<file path="config.mk">
export PLATFORM = sky130hd
export DESIGN_NAME = dma_desc_loader
export DESIGN_NICKNAME = d
export VERILOG_FILES = /design/src/rtl/dma_dl_pkg.sv /design/src/rtl/dma_dl_regs.sv /design/src/rtl/dma_dl_fsm.sv /design/src/rtl/dma_dl_flags.sv /design/src/rtl/dma_desc_loader.sv
export SDC_FILE = /design/constraint.sdc
export NUM_CORES = 1
export LEC_CHECK = 0
export ABC_AREA = 1
export CORE_ASPECT_RATIO = 1.25
export CORE_MARGIN = 10
export CORE_UTILIZATION = 45
export CTS_CLUSTER_DIAMETER = 30
export CTS_CLUSTER_SIZE = 12
export DETAILED_ROUTE_END_ITERATION = 10
export PLACE_DENSITY = 0.72
export SYNTH_ARGS = -nofsm -noshare
export SYNTH_HDL_FRONTEND = slang
export SYNTH_SLANG_ARGS = --single-unit
</file>
<file path="constraint.sdc">
create_clock -name clk -period 2.3 [get_ports clk]
set_input_delay 0.69 -clock clk [delete_from_list [all_inputs] [get_ports clk]]
set_output_delay 0.69 -clock clk [all_outputs]
set_load 0.03 [all_outputs]
</file>
<file path="src/rtl/dma_dl_pkg.sv">
package dma_dl_pkg;

    typedef enum logic [1:0] {
        ST_IDLE  = 2'd0,
        ST_ISSUE = 2'd1,
        ST_LOAD  = 2'd2,
        ST_CHECK = 2'd3
    } dl_state_e;

    localparam logic [2:0] SEL_SRC_LO = 3'd0;
    localparam logic [2:0] SEL_SRC_HI = 3'd1;
    localparam logic [2:0] SEL_DST_LO = 3'd2;
    localparam logic [2:0] SEL_DST_HI = 3'd3;
    localparam logic [2:0] SEL_ND_LO  = 3'd4;
    localparam logic [2:0] SEL_ND_HI  = 3'd5;
    localparam logic [2:0] SEL_CTRL   = 3'd6;
    localparam logic [2:0] SEL_STAT   = 3'd7;

    localparam int unsigned DESC_DWORDS = 6;

endpackage

</file>
<file path="src/rtl/dma_dl_regs.sv">
module dma_dl_regs
    import dma_dl_pkg::*;
#(
    parameter int unsigned AW = 32,
    parameter int unsigned NW = DESC_DWORDS
) (
    input  logic               clk,
    input  logic               rst_n,
    input  logic               sw_wr_en,
    input  logic [2:0]         sw_wr_sel,
    input  logic [AW-1:0]      sw_wr_data,
    input  logic               nd_protect,
    input  logic               dsc_load,
    input  logic [2:0]         dsc_idx,
    input  logic [AW-1:0]      dsc_data,
    output logic [NW-1:0][AW-1:0] regs_q,
    output logic               start_q
);

    // One register per descriptor dword index; only the pointer halves
    // are reachable from software.
    for (genvar i = 0; i < NW; i++) begin : g_reg
        localparam logic [2:0] IDX = 3'(i);
        localparam bit SW_OK = (IDX == SEL_ND_LO) || (IDX == SEL_ND_HI);
        logic [AW-1:0] q;
        logic          sw_hit;
        logic          dsc_hit;

        assign sw_hit  = SW_OK && sw_wr_en && !nd_protect && (sw_wr_sel == IDX);
        assign dsc_hit = dsc_load && (dsc_idx == IDX);

        always_ff @(posedge clk or negedge rst_n) begin
            if (!rst_n)       q <= '0;
            else if (dsc_hit) q <= dsc_data;
            else if (sw_hit)  q <= sw_wr_data;
        end

        assign regs_q[i] = q;
    end

    always_ff @(posedge clk or negedge rst_n) begin
        if (!rst_n)                                  start_q <= 1'b0;
        else if (sw_wr_en && sw_wr_sel == SEL_CTRL)  start_q <= sw_wr_data[0];
    end

endmodule

</file>
<file path="src/rtl/dma_dl_fsm.sv">
module dma_dl_fsm
    import dma_dl_pkg::*;
(
    input  logic      clk,
    input  logic      rst_n,
    input  logic      launch_go,
    input  logic      last_dword,
    input  logic      chain_zero,
    input  logic      abort_hit,
    output dl_state_e state_q,
    output logic      fetch_req,
    output logic      chan_active,
    output logic      launch
);

    dl_state_e state_d;

    always_ff @(posedge clk or negedge rst_n) begin
        if (!rst_n) state_q <= ST_IDLE;
        else        state_q <= state_d;
    end

    always_comb begin
        state_d = state_q;
        unique case (state_q)
            ST_IDLE:  if (launch_go)       state_d = ST_ISSUE;
            ST_ISSUE: if (abort_hit)       state_d = ST_IDLE;
                      else                 state_d = ST_LOAD;
            ST_LOAD:  if (abort_hit)       state_d = ST_IDLE;
                      else if (last_dword) state_d = ST_CHECK;
            ST_CHECK: if (abort_hit || chain_zero) state_d = ST_IDLE;
                      else                 state_d = ST_ISSUE;
            default:                       state_d = ST_IDLE;
        endcase
    end

    always_comb begin
        fetch_req   = (state_q == ST_ISSUE);
        chan_active = (state_q != ST_IDLE);
        launch      = (state_q == ST_IDLE) && launch_go;
    end

endmodule

</file>
<file path="src/rtl/dma_dl_flags.sv">
module dma_dl_flags #(
    parameter int unsigned TW = 2,
    parameter int unsigned AB = 5
) (
    input  logic          clk,
    input  logic          rst_n,
    input  logic          chan_active,
    input  logic          launch,
    input  logic          fetch_req,
    input  logic [AB-1:0] ptr_low_bits,
    input  logic [TW-1:0] src_type_cfg,
    input  logic [TW-1:0] dst_type_cfg,
    input  logic          rd_chk_valid,
    input  logic [TW-1:0] rd_chk_type,
    input  logic          wr_chk_valid,
    input  logic [TW-1:0] wr_chk_type,
    output logic          abort_hit,
    output logic          align_q,
    output logic          abort_q
);

    assign abort_hit = chan_active &&
                       ((rd_chk_valid && (rd_chk_type != src_type_cfg)) ||
                        (wr_chk_valid && (wr_chk_type != dst_type_cfg)));

    always_ff @(posedge clk or negedge rst_n) begin
        if (!rst_n) begin
            align_q <= 1'b0;
            abort_q <= 1'b0;
        end else if (launch) begin
            align_q <= 1'b0;
            abort_q <= 1'b0;
        end else begin
            if (fetch_req && (|ptr_low_bits)) align_q <= 1'b1;
            if (abort_hit)                    abort_q <= 1'b1;
        end
    end

endmodule

</file>
<file path="src/rtl/dma_desc_loader.sv">
module dma_desc_loader
    import dma_dl_pkg::*;
#(
    parameter int unsigned AW        = 32,
    parameter int unsigned TW        = 2,
    parameter int unsigned AB        = 5,
    parameter bit          WIDE_ADDR = 1'b0
) (
    input  logic                               clk,
    input  logic                               rst_n,
    input  logic                               sw_wr_en,
    input  logic [2:0]                         sw_wr_sel,
    input  logic [AW-1:0]                      sw_wr_data,
    input  logic [2:0]                         sw_rd_sel,
    output logic [AW-1:0]                      sw_rd_data,
    input  logic                               dsc_valid,
    input  logic [2:0]                         dsc_idx,
    input  logic [AW-1:0]                      dsc_data,
    output logic                               fetch_req,
    output logic [(WIDE_ADDR ? 2*AW : AW)-1:0] fetch_addr,
    output logic [(WIDE_ADDR ? 2*AW : AW)-1:0] src_addr,
    output logic [(WIDE_ADDR ? 2*AW : AW)-1:0] dst_addr,
    input  logic [TW-1:0]                      src_type_cfg,
    input  logic [TW-1:0]                      dst_type_cfg,
    input  logic                               rd_chk_valid,
    input  logic [TW-1:0]                      rd_chk_type,
    input  logic                               wr_chk_valid,
    input  logic [TW-1:0]                      wr_chk_type,
    output logic                               chan_active,
    output logic                               align_err,
    output logic                               xfer_abort
);

    localparam int unsigned NW   = DESC_DWORDS;
    localparam logic [2:0]  LAST = 3'(NW - 1);

    logic [NW-1:0][AW-1:0] regs_q;
    logic                  start_q;
    logic                  nd_protect;
    logic                  dsc_load;
    logic                  last_dword;
    logic                  chain_zero;
    logic                  launch_go;
    logic                  launch;
    logic                  abort_hit;
    dl_state_e             state_q;

    assign chain_zero = (regs_q[SEL_ND_LO] == '0) && (regs_q[SEL_ND_HI] == '0);
    assign nd_protect = start_q || chan_active;
    assign dsc_load   = dsc_valid && (state_q == ST_LOAD);
    assign last_dword = dsc_valid && (dsc_idx == LAST);
    assign launch_go  = sw_wr_en && (sw_wr_sel == SEL_CTRL) && sw_wr_data[0] && !chain_zero;

    dma_dl_regs #(.AW(AW), .NW(NW)) u_regs (
        .clk        (clk),
        .rst_n      (rst_n),
        .sw_wr_en   (sw_wr_en),
        .sw_wr_sel  (sw_wr_sel),
        .sw_wr_data (sw_wr_data),
        .nd_protect (nd_protect),
        .dsc_load   (dsc_load),
        .dsc_idx    (dsc_idx),
        .dsc_data   (dsc_data),
        .regs_q     (regs_q),
        .start_q    (start_q)
    );

    dma_dl_fsm u_fsm (
        .clk         (clk),
        .rst_n       (rst_n),
        .launch_go   (launch_go),
        .last_dword  (last_dword),
        .chain_zero  (chain_zero),
        .abort_hit   (abort_hit),
        .state_q     (state_q),
        .fetch_req   (fetch_req),
        .chan_active (chan_active),
        .launch      (launch)
    );

    dma_dl_flags #(.TW(TW), .AB(AB)) u_flags (
        .clk          (clk),
        .rst_n        (rst_n),
        .chan_active  (chan_active),
        .launch       (launch),
        .fetch_req    (fetch_req),
        .ptr_low_bits (regs_q[SEL_ND_LO][AB-1:0]),
        .src_type_cfg (src_type_cfg),
        .dst_type_cfg (dst_type_cfg),
        .rd_chk_valid (rd_chk_valid),
        .rd_chk_type  (rd_chk_type),
        .wr_chk_valid (wr_chk_valid),
        .wr_chk_type  (wr_chk_type),
        .abort_hit    (abort_hit),
        .align_q      (align_err),
        .abort_q      (xfer_abort)
    );

    // Address width variant: upper halves reach the outputs only when wide.
    if (WIDE_ADDR) begin : g_wide
        assign src_addr   = {regs_q[SEL_SRC_HI], regs_q[SEL_SRC_LO]};
        assign dst_addr   = {regs_q[SEL_DST_HI], regs_q[SEL_DST_LO]};
        assign fetch_addr = {regs_q[SEL_ND_HI], regs_q[SEL_ND_LO][AW-1:AB], {AB{1'b0}}};
    end else begin : g_narrow
        assign src_addr   = regs_q[SEL_SRC_LO];
        assign dst_addr   = regs_q[SEL_DST_LO];
        assign fetch_addr = {regs_q[SEL_ND_LO][AW-1:AB], {AB{1'b0}}};
    end

    always_comb begin
        unique case (sw_rd_sel)
            SEL_SRC_LO: sw_rd_data = regs_q[0];
            SEL_SRC_HI: sw_rd_data = regs_q[1];
            SEL_DST_LO: sw_rd_data = regs_q[2];
            SEL_DST_HI: sw_rd_data = regs_q[3];
            SEL_ND_LO:  sw_rd_data = regs_q[4];
            SEL_ND_HI:  sw_rd_data = regs_q[5];
            SEL_CTRL:   sw_rd_data = {{(AW-1){1'b0}}, start_q};
            default:    sw_rd_data = {{(AW-3){1'b0}}, xfer_abort, align_err, chan_active};
        endcase
    end

endmodule

</file>
==> results_dict.tcl, run 1 <==
set metrics [dict create \
    synth_top_area_share_pct 48.39 \
    layout.nets 1532 \
    sw_frac_of_total_pct 41.26 \
    power.switching_mw 6.306 \
    seq_power_share_pct 39.5 \
    insertion_delay_ps 430 \
    grt_pass1_vias 9415 \
    post-place-ws_ps -1027 \
    post_synth_num_cell_types 32 \
    cts_buffer_depth 2 \
    io_pins 219 \
    fill_cells 1893 \
    numCtsBuffers 17 \
    outcome "finished with violations" \
    clkSinkCount 197 \
    design.core.area_um2 22290 \
    max_freq_mhz 397.4 \
    p_int_mw 8.976 \
    vias 9488 \
    max_cap_violations 0 \
    p_leak_nw 6.314 \
    via_per_inst 5.453 \
    antenna_found_initial 1 \
    slew_violations 0 \
    endpoint_kind "primary output" \
    synth_top_area_cell "dfrtp_1" \
    die_area_um2 29100 \
    syn_to_final_growth_pct 34.80 \
    p_per_area_nw_per_um2 1113 \
    first_pass_iters 5 \
    clk_pin_slew_worst_paths_ps 70 \
    finalCriticalPeriod_ps 2516 \
    synth-seq-cells 197 \
    rsz0062_at_grt "yes" \
    hold_viol_final 0 \
    detail-route-antenna-nets 0 \
    wirelength_mm 35.84 \
    htreeDepth 4 \
    critPathMaxFanout 7 \
    synth.most_common_cell "nand2_1" \
    io_buffers 213 \
    min_path_type "input pin to async pin" \
    drive_gt1_share_pct 15.87 \
    grt-ovfl-total 0 \
    critical_path_class "input pin to primary output" \
    drc 0 \
    whs_ps 221.5 \
    root_buffer "clkbuf_16" \
    synth_area_per_cell_um2 7.862 \
    cp_data_required_time_ps 1610 \
    clkPwrFrac_pct 19.0 \
    synth_area_leaders "dfrtp_1 (48%), nand2_1 (14%), o21ai_0 (9.7%), buf_4 (7.1%), inv_1 (3.6%)" \
    grt_max_degree 54 \
    min_period_over_period_pct 109.4 \
    die_x_um 154.6 \
    netlist_instances 1296 \
    violations "negative setup slack" \
    start_util_pct 45.72 \
    ys_seq_area_share_pct 48.39 \
    wl_per_cell_um 20.60 \
    ys.flop_type "dfrtp_1" \
    grt_pass1_wl_mm 54.98 \
    yosys_warnings 0 \
    synth-edff-count 0 \
    p_comb_share_pct 41.5 \
    grt.total_usage_pct 24.03 \
    start_kind "input pin" \
    peakVddDrop_mv 0.6850 \
    num_rows 61 \
    power.total_mw 15.28 \
    layout_setup_ws_ps -216.2 \
    die_y_um 188.2 \
    cts_tree "done" \
    synthArstFlopShare_pct 100.0 \
    drtIter0Drc 888 \
    skew_ps 8.070 \
    netlist_top_cells_count "nand2_1 (368), dfrtp_1 (197), o21ai_0 (197)" \
    dp_hpwl_mm 24.86 \
    syn-cell-area_um2 10190 \
    globalplace.congestion 0.8952 \
    crit_arrival_ps 1830 \
    setup_viol 32 \
]
## state kept, by name (all words and copies together), names as in the netlist
name             cells
u_regs.g.q         192
u_regs.start_q       1
u_flags.align_q      1
u_fsm.state_q        2
u_flags.abort_q      1
## layout by cell type (no fill, tap or decap), types with 3 or more instances in the layout
master	n
nand2_1	352
dfrtp_1	197
o21ai_0	172
clkdlybuf4s50_1	166
inv_1	90
nor2_1	76
o21ai_1	60
buf_4	44
buf_12	35
a21oi_1	25
nor3_1	19
buf_6	19
clkbuf_16	18
nand2_2	17
nand3_1	13
nand4_1	13
a21oi_2	12
o21ai_2	12
o2111ai_1	9
o21ai_4	8
o2111ai_2	7
o22ai_1	7
inv_2	6
nand3_2	6
buf_8	6
inv_6	5
conb_1	5
buf_16	5
dlygate4sd2_1	5
dlymetal6s2s_1	5
xnor2_1	4
nor2_4	3
inv_4	3
a221oi_2	3
a22o_1	3
clkbuf_8	3
clkinv_2	3
## logic make-up (layout without fill, tap and decap cells)
group,Yosys count,in the layout,synth area share [%]
compound gates,323,323,16.81
xor+xnor,4,4,0.3438
buf+inv,264,420,14.02
flops,197,197,48.39
other cells,1,6,0.03681
simple gates,507,507,20.40
## power groups by stage
stage               clock network, mW  registers [mW]  logic [mW]
floorplan                           0            5.61        4.43
global placement                    0            5.96        5.98
detailed placement                  0            6.00        6.09
CTS                              2.93            5.99        6.29
global route                     3.05            6.20        6.87
finish                           2.90            6.03        6.35
## repair_timing
action                                  in CTS  in global routing
pin swaps                                   17                 15
gates cloned                                 5                  1
hold buffers                                 0                  0
buffers inserted                            11                  0
gates resized for setup                    162                 53
endpoints found under the setup margin      38                 38
## layer usage
| metal | wire length, µm | GRT usage [%] |
|---|---|---|
| met3 | 2843 | 6.061 |
| met2 | 17920 | 40.69 |
| met4 | 1380 | 10.37 |
| met5 | 0 | 0 |
| met1 | 13700 | 28.16 |
## final timing paths
check,slack [ps],cells after the start,from,end
max,-220,8,sw_rd_sel[1],sw_rd_data[28]
min,220,1,rst_n,u_regs.g_reg[0].q[26]
max reg2reg,690,9,u_fsm.state_q[1],u_regs.g_reg[4].q[0]
min reg2reg,490,2,u_regs.g_reg[1].q[21],u_regs.g_reg[1].q[21]
max in group asynchronous,1440,2,rst_n,u_regs.g_reg[1].q[11]
min in group clk,490,2,u_regs.g_reg[1].q[21],u_regs.g_reg[1].q[21]
## stage by stage
step                cell area, µm²  setup TNS [ps]  cells  utilization (%)
detailed placement           12370          -26620   1692            55.52
floorplan                    10220          -589.0   1300                -
global placement             12370          -25010   1692            55.52
CTS                          13510           -4028   1738            60.62
finish                       13730           -5617   1740            61.63
global route                 13730           -6913   1740            61.63
## critical path: stages
cell and delay [ps]:
buf_12 110, nor2_4 170, nand2_4 150, clkbuf_16 230, o21ai_2 120, a21oi_1 50
o2111ai_1 90, buf_4 210
## final cells by class
cell class | count | area [µm²] | area share, %
inverters | 102 | 407.9 | 2.970
clock buffers | 20 | 456.7 | 3.325
well taps | 283 | 354.1 | 2.578
repair buffers | 288 | 3289 | 23.95
flip-flops and latches | 197 | 4930 | 35.89
multi-input cells | 839 | 4198 | 30.56
clock inverters | 10 | 96.34 | 0.7015
diodes | 1 | 2.502 | 0.01822
Note: power is estimated with default switching activity, not from simulation.
==> inputs of run 2 (changes only) <==
--- a/config.mk
+++ b/config.mk
@@ -5,7 +5,7 @@
 export SDC_FILE = /design/constraint.sdc
 export NUM_CORES = 1
 export LEC_CHECK = 0
-export ABC_AREA = 1
+export ABC_AREA = 0
 export CORE_ASPECT_RATIO = 1.25
 export CORE_MARGIN = 10
 export CORE_UTILIZATION = 45
==> results_dict.tcl, run 2 <==
set metrics [dict create \
    synth_compound_area_share_pct 11.17 \
    top_regs "u_regs.g.q x192, u_fsm.state_q x2" \
    post_synth_num_cell_types 46 \
    power.total_mw 9.858 \
    layout.nets 1132 \
    max_freq_mhz 378.9 \
    ys_seq_area_share_pct 48.94 \
    setup_viol 32 \
    fin_area_um2 14190 \
    dp_hpwl_mm 22.37 \
    max_cap_violations 0 \
    clk_pin_slew_worst_paths_ps 70 \
    synthAdderAreaFrac_pct 0 \
    critPathMaxFanout 2 \
    detail-route-antenna-nets 0 \
    numCtsBuffers 17 \
    hold_viol_final 0 \
    outcome "finished with violations" \
    stdcell_count 1342 \
    netlist_top_cells_count "dfrtp_1 (197), buf_4 (100), mux2_1 (90)" \
    synth_xor_area_share_pct 0.3478 \
    synthSimpleGateAreaFrac_pct 7.851 \
    worst_slew_pin_slew_ps 487.6 \
    yosys_warnings 0 \
    finalSetupTns_ps -8564 \
    synthMuxAreaShare_pct 21.57 \
    endpoint_kind "primary output" \
    rsz0062_at_grt "yes" \
    synth_top_area_share_pct 48.94 \
    p_per_area_nw_per_um2 694.5 \
    critical_path_class "flip-flop to primary output" \
    wirelength_mm 32.45 \
    slew_violations 0 \
    largest_register_ffs 192 \
    rr_endpoint "u_flags.align_q" \
    wl_per_cell_um 24.18 \
    globalplace.congestion 0.8351 \
    worstSetupStartpoint "u_fsm.state_q[1]" \
    synth_area_per_cell_um2 11.54 \
    via_per_inst 5.646 \
    grt_pass1_wl_mm 50.74 \
    grt_max_degree 54 \
    ys.flop_type "dfrtp_1" \
    min_path_type "input pin to async pin" \
    insertion_delay_ps 440 \
    synth_top_area_cell "dfrtp_1" \
    netlist_instances 873 \
    start_kind "flip-flop" \
    synth_top_family_by_area "multiplexers" \
    cts_buffer_depth 2 \
    drc 0 \
    first_pass_iters 5 \
    die_y_um 187.3 \
    htreeDepth 4 \
    drtIter0Drc 378 \
    grt.total_usage_pct 22.39 \
    worst-r2r-cell-count 7 \
    whs_ps 214.7 \
    post-place-ws_ps -1021 \
    skew_ps 10.42 \
    peakVddDrop_mv 0.5134 \
    layout_setup_ws_ps -339.2 \
    final_cell_mix "dfrtp_1 (197), clkdlybuf4s50_1 (149), mux2_1 (90)" \
    reg2reg_slack_ps 220 \
    finalCriticalPeriod_ps 2639 \
    vias 7577 \
    synth_area_leaders "dfrtp_1 (49%), mux2_1 (10%), buf_4 (7.5%), a22oi_1 (6.6%), mux2i_1 (6.4%)" \
    num_rows 61 \
    syn_to_final_growth_pct 40.92 \
    io_pins 219 \
    syn-cell-area_um2 10070 \
    final_common_cell "dfrtp_1" \
    grt-ovfl-total 0 \
    io_buffers 213 \
    cts_tree "done" \
    crit_arrival_ps 1950 \
    start_util_pct 45.51 \
    placed_area_um2 12860 \
    synth.most_common_cell "dfrtp_1" \
    cp_data_required_time_ps 1610 \
    p_leak_nw 7.113 \
    die_area_um2 28800 \
    clkSinkCount 197 \
    synth-edff-count 0 \
    synth-seq-cells 197 \
    root_buffer "clkbuf_16" \
    fin_util_pct 64.13 \
    drive_gt1_share_pct 30.65 \
    violations "negative setup slack" \
    antenna_found_initial 3 \
    die_x_um 153.8 \
    slew_headroom_pct 67.19 \
    r2r-start "u_regs.g_reg[5].q[24]" \
    grt_pass1_vias 8349 \
    synthArstFlopShare_pct 100.0 \
    design.core.area_um2 22130 \
    dp.cells 1291 \
    min_period_over_period_pct 114.7 \
    largest_register "u_regs.g.q" \
]
==> run 2: changes by cell type in the layout (fill, tap and decap cells not counted), sizes merged, moves of 17 or more <==
cell,before,now
nand2,371,71
mux2i,0,64
inv,105,8
clkdlybuf4s50,166,149
mux2,0,132
a22oi,0,89
a21oi,39,0
nor2,81,8
o21ai,252,68
==> run 2: final cells by class <==
type | count | area (µm²)
Clock inverter | 14 | 167.7
Sequential cell | 197 | 4930
Clock buffer | 17 | 425.4
Timing Repair Buffer | 298 | 3442
Fill cell | 1724 | 7940
Inverter | 1 | 3.754
Tap cell | 283 | 354.1
Multi-Input combinational cell | 530 | 4866
Antenna cell | 2 | 5.005
==> run 2: logic make-up (layout without fill, tap and decap cells) <==
logic type,count (synthesis),after routing
muxes,198,198
DFF,197,197
AOI/OAI and AO/OA,171,171
and+or+nand+nor,152,152
buffers and inverters,150,330
xor gates and xnor gates,4,4
other,1,7
==> run 2: routing by layer <==
metal | up-vias | part of all wire (%) | global-route usage [%]
li1 | 3426 | - | -
met1 | 3849 | 40 | 26.07
met2 | 250 | 52 | 39.11
met3 | 50 | 5.4 | 5.406
met4 | 2 | 2.4 | 7.751
met5 | - | 0.034 | 0
==> run 2: timing repair <==
| item | CTS | global route |
|---|---|---|
| setup endpoints to repair | 41 | 51 |
| gates resized for setup | 137 | 26 |
| hold buffers | 0 | 0 |
| pin swaps | 60 | 18 |
| buffers inserted | 11 | 1 |
| gates cloned | 7 | 0 |
==> run 2: worst max-delay path by stage <==
stage / to / depth (start not counted)
2_1_floorplan: sw_rd_data[30] / 7
3_3_place_gp: sw_rd_data[0] / 4
3_5_place_dp: sw_rd_data[0] / 4
4_1_cts: sw_rd_data[0] / 4
5_1_grt: sw_rd_data[0] / 4
6_report: sw_rd_data[0] / 4
==> run 2: power by group <==
part | internal [mW] | leakage, nW | switching (mW) | total, mW
clock network | 1.64 | 0.289 | 1.41 | 3.05
logic | 1.10 | 4.20 | 1.32 | 2.42
registers | 3.89 | 2.63 | 0.498 | 4.39
total | 6.63 | 7.11 | 3.23 | 9.86
==> run 2: worst max-delay path, stage by stage (launching register included) <==
cell	delay [ps]
dfrtp_1	380
or2_4	260
mux4_2	460
mux2_4	270
buf_6	140
